[config.mk]
export PLATFORM = sky130hd
export DESIGN_NAME = rxwake_top
export DESIGN_NICKNAME = d
export VERILOG_FILES = /design/src/rtl/rxwake_pkg.sv /design/src/rtl/rxwake_ctrl.sv /design/src/rtl/rxwake_dp.sv /design/src/rtl/rxwake_top.sv
export SDC_FILE = /design/constraint.sdc
export NUM_CORES = 1
export LEC_CHECK = 0
export ABC_AREA = 1
export CORE_MARGIN = 2
export CORE_UTILIZATION = 40
export CTS_BUF_LIST = sky130_fd_sc_hd__clkbuf_8
export DETAILED_ROUTE_END_ITERATION = 12
export DONT_BUFFER_PORTS = 1
export PLACE_DENSITY = 0.63
export SKIP_CTS_REPAIR_TIMING = 1
export SLEW_MARGIN = 25
export SYNTH_ARGS = -nofsm -noshare
export SYNTH_HDL_FRONTEND = slang
export SYNTH_HIERARCHICAL = 1
export SYNTH_SLANG_ARGS = --single-unit
[constraint.sdc]
create_clock -name clk -period 5.5 [get_ports clk]
set_clock_uncertainty 0.05 [all_clocks]
set_input_delay 1.1 -clock clk [delete_from_list [all_inputs] [get_ports clk]]
set_output_delay 1.1 -clock clk [all_outputs]
set_load 0.02 [all_outputs]
[src/rtl/rxwake_pkg.sv]
package rxwake_pkg;
  typedef enum logic [1:0] {ST_HUNT, ST_START, ST_DATA, ST_STOP} rxState_t;

  // strobes from the frame control to the datapath
  typedef struct packed {
    logic capFirst;
    logic capSecond;
    logic decideStart;
    logic decideData;
    logic decideStop;
  } rxStrobe_t;
endpackage

[src/rtl/rxwake_ctrl.sv]
module rxwake_ctrl
  import rxwake_pkg::*;
#(
  parameter int OSR   = 16,
  parameter int DATAW = 9
) (
  input  logic      clk,
  input  logic      rst_n,
  input  logic      tick,
  input  logic      rxPin,
  input  logic      nineBit,
  input  logic      voteBit,
  output rxStrobe_t strb
);
  localparam int CNTW  = $clog2(OSR);
  localparam int BITW  = $clog2(DATAW);
  localparam int SAMP0 = OSR / 2 - 1;

  rxState_t state;
  logic [CNTW-1:0] cnt;
  logic [BITW-1:0] bitIdx;
  logic lastPin;
  logic cntLast;
  logic [BITW-1:0] lastIdx;
  logic active;

  assign cntLast = (cnt == CNTW'(OSR - 1));
  assign lastIdx = nineBit ? BITW'(DATAW - 1) : BITW'(DATAW - 2);
  assign active  = tick && (state != ST_HUNT);

  always_comb begin
    strb             = '0;
    strb.capFirst    = active && (cnt == CNTW'(SAMP0));
    strb.capSecond   = active && (cnt == CNTW'(SAMP0 + 1));
    strb.decideStart = active && (cnt == CNTW'(SAMP0 + 2)) && (state == ST_START);
    strb.decideData  = active && (cnt == CNTW'(SAMP0 + 2)) && (state == ST_DATA);
    strb.decideStop  = active && (cnt == CNTW'(SAMP0 + 2)) && (state == ST_STOP);
  end

  always_ff @(posedge clk or negedge rst_n) begin
    if (!rst_n) begin
      state   <= ST_HUNT;
      cnt     <= '0;
      bitIdx  <= '0;
      lastPin <= 1'b1;
    end else if (tick) begin
      lastPin <= rxPin;
      if (state == ST_HUNT) begin
        if (lastPin && !rxPin) begin
          state <= ST_START;
          cnt   <= CNTW'(1);
        end
      end else begin
        cnt <= cntLast ? '0 : cnt + 1'b1;
        case (state)
          ST_START: begin
            if (strb.decideStart && voteBit) state <= ST_HUNT;
            else if (cntLast) begin
              state  <= ST_DATA;
              bitIdx <= '0;
            end
          end
          ST_DATA: begin
            if (cntLast) begin
              if (bitIdx == lastIdx) state <= ST_STOP;
              else bitIdx <= bitIdx + 1'b1;
            end
          end
          ST_STOP: if (strb.decideStop) state <= ST_HUNT;
          default: state <= ST_HUNT;
        endcase
      end
    end
  end
endmodule

[src/rtl/rxwake_dp.sv]
module rxwake_dp
  import rxwake_pkg::*;
#(
  parameter int OSR   = 16,
  parameter int DATAW = 9
) (
  input  logic             clk,
  input  logic             rst_n,
  input  logic             tick,
  input  logic             rxPin,
  input  logic             nineBit,
  input  rxStrobe_t        strb,
  input  logic             rdStrobe,
  input  logic             standbyReq,
  input  logic             wakeSel,
  output logic             voteBit,
  output logic [DATAW-1:0] rxData,
  output logic             fullFlag,
  output logic             ovrFlag,
  output logic             noiseFlag,
  output logic             frameFlag,
  output logic             idleFlag,
  output logic             inStandby
);
  localparam int ONEW = $clog2((DATAW + 2) * OSR + 1);

  logic sampA, sampB, disagree, noiseAcc;
  logic [DATAW-1:0] shreg;
  logic [DATAW-1:0] charData;
  logic [ONEW-1:0] oneCnt, idleLimit;
  logic armed, idleEvt, wakeAddr, wakeIdle, accept, loadNow, ovrEvt;

  assign voteBit  = (sampA & sampB) | (sampA & rxPin) | (sampB & rxPin);
  assign disagree = !((sampA == sampB) && (sampB == rxPin));
  assign charData = nineBit ? shreg : {1'b0, shreg[DATAW-1:1]};

  assign idleLimit = nineBit ? ONEW'((DATAW + 2) * OSR - 1) : ONEW'((DATAW + 1) * OSR - 1);
  assign idleEvt   = tick && rxPin && armed && (oneCnt == idleLimit);

  assign wakeAddr = inStandby && wakeSel && strb.decideStop && shreg[DATAW-1];
  assign wakeIdle = inStandby && !wakeSel && idleEvt;
  assign accept   = strb.decideStop && (!inStandby || wakeAddr);
  assign loadNow  = accept && (!fullFlag || rdStrobe);
  assign ovrEvt   = accept && fullFlag && !rdStrobe;

  always_ff @(posedge clk or negedge rst_n) begin
    if (!rst_n) begin
      sampA    <= 1'b1;
      sampB    <= 1'b1;
      shreg    <= '0;
      noiseAcc <= 1'b0;
    end else begin
      if (strb.capFirst)    sampA <= rxPin;
      if (strb.capSecond)   sampB <= rxPin;
      if (strb.decideData)  shreg <= {voteBit, shreg[DATAW-1:1]};
      if (strb.decideStart) noiseAcc <= disagree;
      else if (strb.decideData) noiseAcc <= noiseAcc | disagree;
    end
  end

  always_ff @(posedge clk or negedge rst_n) begin
    if (!rst_n) begin
      oneCnt <= '0;
      armed  <= 1'b0;
    end else if (tick) begin
      if (!rxPin) begin
        oneCnt <= '0;
        armed  <= 1'b1;
      end else if (armed) begin
        if (idleEvt) begin
          armed  <= 1'b0;
          oneCnt <= '0;
        end else oneCnt <= oneCnt + 1'b1;
      end
    end
  end

  always_ff @(posedge clk or negedge rst_n) begin
    if (!rst_n) begin
      inStandby <= 1'b0;
      rxData    <= '0;
      fullFlag  <= 1'b0;
      ovrFlag   <= 1'b0;
      noiseFlag <= 1'b0;
      frameFlag <= 1'b0;
      idleFlag  <= 1'b0;
    end else begin
      if (wakeAddr || wakeIdle) inStandby <= 1'b0;
      else if (standbyReq)      inStandby <= 1'b1;

      if (loadNow) begin
        rxData    <= charData;
        fullFlag  <= 1'b1;
        noiseFlag <= noiseAcc | disagree;
        frameFlag <= !voteBit;
      end else if (rdStrobe) begin
        fullFlag  <= 1'b0;
        noiseFlag <= 1'b0;
        frameFlag <= 1'b0;
      end

      if (ovrEvt)        ovrFlag <= 1'b1;
      else if (rdStrobe) ovrFlag <= 1'b0;

      if (idleEvt && !inStandby) idleFlag <= 1'b1;
      else if (rdStrobe)         idleFlag <= 1'b0;
    end
  end
endmodule

[src/rtl/rxwake_top.sv]
module rxwake_top
  import rxwake_pkg::*;
#(
  parameter int OSR   = 16,
  parameter int DATAW = 9
) (
  input  logic             clk,
  input  logic             rst_n,
  input  logic             tick,
  input  logic             rxPin,
  input  logic             nineBit,
  input  logic             rdStrobe,
  input  logic             standbyReq,
  input  logic             wakeSel,
  input  logic             enFullIrq,
  input  logic             enOvrIrq,
  input  logic             enIdleIrq,
  output logic [DATAW-1:0] rxData,
  output logic             fullFlag,
  output logic             ovrFlag,
  output logic             noiseFlag,
  output logic             frameFlag,
  output logic             idleFlag,
  output logic             inStandby,
  output logic             irq
);
  rxStrobe_t strb;
  logic voteBit;

  rxwake_ctrl #(.OSR(OSR), .DATAW(DATAW)) u_ctrl (
    .clk(clk), .rst_n(rst_n), .tick(tick), .rxPin(rxPin),
    .nineBit(nineBit), .voteBit(voteBit), .strb(strb)
  );

  rxwake_dp #(.OSR(OSR), .DATAW(DATAW)) u_dp (
    .clk(clk), .rst_n(rst_n), .tick(tick), .rxPin(rxPin),
    .nineBit(nineBit), .strb(strb), .rdStrobe(rdStrobe),
    .standbyReq(standbyReq), .wakeSel(wakeSel), .voteBit(voteBit),
    .rxData(rxData), .fullFlag(fullFlag), .ovrFlag(ovrFlag),
    .noiseFlag(noiseFlag), .frameFlag(frameFlag), .idleFlag(idleFlag),
    .inStandby(inStandby)
  );

  assign irq = !inStandby &&
               ((fullFlag && enFullIrq) || (ovrFlag && enOvrIrq) || (idleFlag && enIdleIrq));
endmodule

Yosys cells after proc, flatten, opt, wreduce, memory -nomap -nowiden
Index checks and enable logic that the tools add are counted.
Widths: inputs -> output; s select.
{"block": "word_totals", "ff_bits": 47, "word_cells": 134}
{"block": "classes", "n_addsub": 3, "eq_ne": 21, "mux": 35, "n_bitwise": 7, "n_reduce_logical": 51}
{"cell": "$mux 4", "n": 8}
{"cell": "$logic_and 1x1->1", "n": 27}
{"cell": "$mux 8", "n": 3}
{"cell": "$mux 2", "n": 7}
{"cell": "$reduce_bool 2->1", "n": 7}
{"cell": "$mux 1", "n": 13}
{"cell": "$eq 4x4->1 const B", "n": 3}
{"cell": "$mux 9", "n": 1}
{"cell": "$add 4x1->4 const B", "n": 2}
{"cell": "$add 8x1->8 const B", "n": 1}
{"cell": "$eq 8x8->1", "n": 1}
{"cell": "$pmux 4 s2", "n": 1}
{"cell": "$logic_not 1->1", "n": 7}
{"cell": "$reduce_and 7->1", "n": 1}
{"cell": "$mux 6", "n": 1}
{"cell": "$ne 2x1->1 const B", "n": 3}
{"cell": "$ne 2x2->1 const B", "n": 3}
{"cell": "$ne 3x2->1 const B", "n": 2}
{"cell": "$pmux 2 s3", "n": 1}
{"cell": "$reduce_and 6->1", "n": 1}
{"cell": "$logic_or 1x1->1", "n": 5}
{"cell": "$eq 2x2->1 const B", "n": 2}
{"cell": "$eq 4x3->1 const B", "n": 1}
{"cell": "$eq 4x4->1", "n": 1}
{"cell": "other kinds (9)", "n": 15}

Depth between registers and ports, before layout
{"block": "depth", "word_depth": 11, "mapped_depth": 13}

By module
Netlist, hierarchy kept.
{"mod": "rxwake_dp", "n_inst": 1, "cells_per_inst": 208, "area_per_inst_um2": 1809.2, "seq_area_each_um2": 903.4}
{"mod": "rxwake_ctrl", "n_inst": 1, "cells_per_inst": 112, "area_per_inst_um2": 825.8, "seq_area_each_um2": 276.5}
{"mod": "rxwake_top", "n_inst": 1, "cells_per_inst": 7, "area_per_inst_um2": 27.5, "seq_area_each_um2": 0.0}

Least setup slack after synthesis
No wires, ideal clock.
{"block": "synth_timing", "path_kind": "input -> output", "startpoint": "input port enFullIrq", "endpoint": "output port irq", "t_arrival_ns": 1.388, "required_ns": 4.350, "slack_ns": 2.962, "cell_stages": 4, "n_path_buf": 0, "cell_sequence": "nand2_1 -> nand3_1 -> nand2_1 -> inv_1"}
{"block": "synth_via", "elab_chain_cells": 4}
{"element": "from (decl)", "line_no": "rxwake_top.sv:15", "source": "input logic enFullIrq,"}
{"element": "$logic_and 1x1->1", "line_no": "rxwake_top.sv:45", "source": "((fullFlag && enFullIrq) || (ovrFlag && enOvrIrq) || (idleFlag && enIdleIrq));"}
{"element": "$logic_or 1x1->1 (2 in series)", "line_no": "rxwake_top.sv:45"}
{"element": "$logic_and 1x1->1", "line_no": "rxwake_top.sv:44", "source": "assign irq = !inStandby &&"}
{"element": "to (decl)", "line_no": "rxwake_top.sv:25", "source": "output logic irq"}
Every way passes these cells.

Worst setup path after layout
Same ends and word-level chain as after synthesis.

==> impl_metrics.py <==
metrics = {
    "synth": {
        "synth_fp_nets": 350,
        "synth_edf_count": 0,
        "syn_area_um2": 2660,
        "synthArstFlopShare": 1.00,
        "yosysSeqAreaShare": 0.443,
        "ys_types": 31,
        "synthCells": 327,
        "yosys_warnings": 6,
        "synth_area_per_cell_um2": 8.14,
        "ys_ff_latch": 47,
        "synth_flop_cell": "dfrtp_1",
    },
    "timing": {
        "tightest_slew_ps": 612,
        "rsz0062_at_grt": "no",
        "period_needed_ps": 2550,
        "max_freq_mhz": 392,
        "setup_tns_ps": 0,
        "relSlewSlack": 0.592,
        "setup_violations": 0,
        "finalHoldViolCount": 0,
        "finalCritPeriodShare": 0.464,
        "drv_slew": 0,
    },
    "clock_tree": {
        "clockBufferDepth": 2,
        "cts_made_buffers": 5,
        "cts_tree": "built",
        "cts_htree_levels": 2,
        "cts.sinks": 47,
        "insertion_delay_ps": 300,
        "clkTransAtPathRegs_ps": 90,
        "cts-root-buf": "clkbuf_8",
    },
    "floorplanning": {
        "dieHeight_um": 85.6,
        "core.rowCount": 29,
        "die_x_um": 85.6,
        "die_area_um2": 7320,
        "num_io_pins": 27,
        "start_util": 0.417,
        "fp.coreArea_um2": 6390,
    },
    "setup_path": {
        "max_stage_delay_ps": 140,
        "reg2reg_from": "u_ctrl/state[0]$_DFFE_PN0P_",
        "startpoint_type": "input port",
        "crit_path_end": "irq",
        "ff2ff_setup_slack_ps": 3280,
        "crit_arrival_ps": 1400,
        "slowest_stage": "inv_1",
        "path_class": "in -> out",
        "crit_chain": "nand2_1 > nand3_1 > nand2_1 > inv_1",
        "crit_start": "enFullIrq",
        "crit_top_cell": "nand2_1",
        "r2r_end": "u_dp/rxData[0]$_DFFE_PN0P_",
        "r2r_cells": 12,
        "required_ps": 4350,
        "cp_max_fo": 1,
        "critPathCaptureType": "primary output",
    },
    "grt": {
        "grt_remaining_overflow": 0,
        "grt_pass1_vias": 1905,
        "grt_usage": 0.142,
        "grt_max_degree": 48,
        "grt_first_pass_wirelength_um": 8510,
        "antenna_found_initial": 0,
    },
    "layout": {
        "fillCellCount": 641,
        "area.growth.synth_to_final_pct": 6.34,
        "final_nets": 351,
        "finalInstanceArea_um2": 2830,
        "n_antenna_cell": 0,
        "drive_gt1_frac": 0.173,
    },
    "min_path": {
        "hold_path.class": "reg -> reg",
    },
    "placement": {
        "dp_hpwl_um": 3500,
        "dpl_cell_area_um2": 2720,
        "io_buffers": 0,
        "gp_congestion": 0.829,
    },
    "route": {
        "vias": 1973,
        "drtPass1Iterations": 4,
        "wl_per_cell_um": 11.9,
        "final_antenna_net_count": 0,
        "drc": 0,
        "wl_um": 4820,
        "drt_iter0_drc": 58,
        "avgViaCountPerCell": 4.86,
    },
    "pwr": {
        "vdd_drop_max_mv": 0.184,
        "p_leak_nw": 1.35,
        "powerDensity_nw_per_um2": 324,
    },
    "flow_run": {
        "cap_violations": 0,
    },
    "status": {
        "status": "completed",
    },
}
==> layout make-up <==
type                       count  area [um^2]  area share
tap                           77         96.3      0.0340
sequential                    47         1180       0.417
multi-input combinational    231         1280       0.452
inverter                      43          161      0.0570
clock buffer                   5         68.8      0.0243
clock inverter                 3         43.8      0.0155
==> per-stage QoR <==
stage	hold slack (ps)	total power [mW]	utilization	setup WS, ps	instances
floorplan	392	0.620	-	2960	327
global placement	412	0.659	0.425	2940	398
detailed placement	419	0.669	0.425	2850	398
CTS	426	0.926	0.443	2940	406
global route	417	0.982	0.443	2910	406
finish	433	0.917	0.443	2950	406
==> synthesized netlist by cell type, drive strengths merged (4+ instances only) <==
library cell	count	area share
inv	42	0.059
xor2	4	0.013
a21oi	6	0.011
nor2	31	0.051
o21ai	34	0.077
nand4	9	0.023
ha	12	0.056
dfrtp	44	0.41
or2	4	0.0094
buf	6	0.016
nand2	97	0.15
nand3	25	0.055
==> where the power goes <==
group	leakage (nW)	switching (mW)	total, mW	internal, mW
Clock	0.0581	0.117	0.252	0.135
Sequential	0.586	0.0420	0.434	0.392
Combinational	0.703	0.148	0.231	0.0828
Total	1.35	0.307	0.917	0.611
==> cell usage in the layout (no fill, tap or decap), drive strengths merged <==
cell	n
o21ai	34
a22o	1
bufinv	1
nor2	31
a21oi	6
dfrtp	44
or2	4
clkinv	3
nand2	97
o31ai	1
xnor2	1
o22ai	2
dfstp	3
inv	42
ha	12
clkbuf	5
xor2	4
o21bai	3
nand3	25
nand4	9
nor3	1
==> kinds of logic after synthesis <==
logic type / after synthesis / synth area share
and+or+nand+nor: 167 / 0.296
buffers and inverters: 49 / 0.0766
AOI/OAI and AO/OA: 47 / 0.111
DFF: 47 / 0.443
adders and majority gates: 12 / 0.0564
xor gates and xnor gates: 5 / 0.0164
==> worst min path at each step <==
stage          slack, ps                    endpoint  cells after the start                    from
6_report             430      u_dp/armed$_DFFE_PN0P_                      2  u_dp/armed$_DFFE_PN0P_
3_3_place_gp         410      u_dp/armed$_DFFE_PN0P_                      2  u_dp/armed$_DFFE_PN0P_
5_1_grt              420  u_dp/rxData[8]$_DFFE_PN0P_                      0                   rst_n
3_5_place_dp         420      u_dp/armed$_DFFE_PN0P_                      2  u_dp/armed$_DFFE_PN0P_
4_1_cts              430  u_dp/frameFlag$_DFFE_PN0P_                      0                   rst_n
2_1_floorplan        390      u_dp/armed$_DFFE_PN0P_                      2  u_dp/armed$_DFFE_PN0P_
==> worst max-delay path, delay by kind of cell <==
family / cells / cell delay, ps
buf+inv: 1 / 140
simple gates: 3 / 160
==> state kept, by name, indices dropped and copies added, names as in the netlist, 2 cells and up <==
name           flops
u_ctrl/bitIdx      4
u_ctrl/cnt         4
u_ctrl/state       2
u_dp/oneCnt        8
u_dp/rxData        9
u_dp/shreg         9
==> routing by layer <==
metal | part of all wire | global-route usage | vias to the layer above
met3 | 0.047 | 0.0356 | 6
met4 | 0.011 | 0.0390 | 0
met1 | 0.49 | 0.190 | 887
met2 | 0.46 | 0.229 | 35
met5 | 0 | 0 | -
li1 | - | - | 1045
Note: power is estimated with default switching activity, not from simulation.
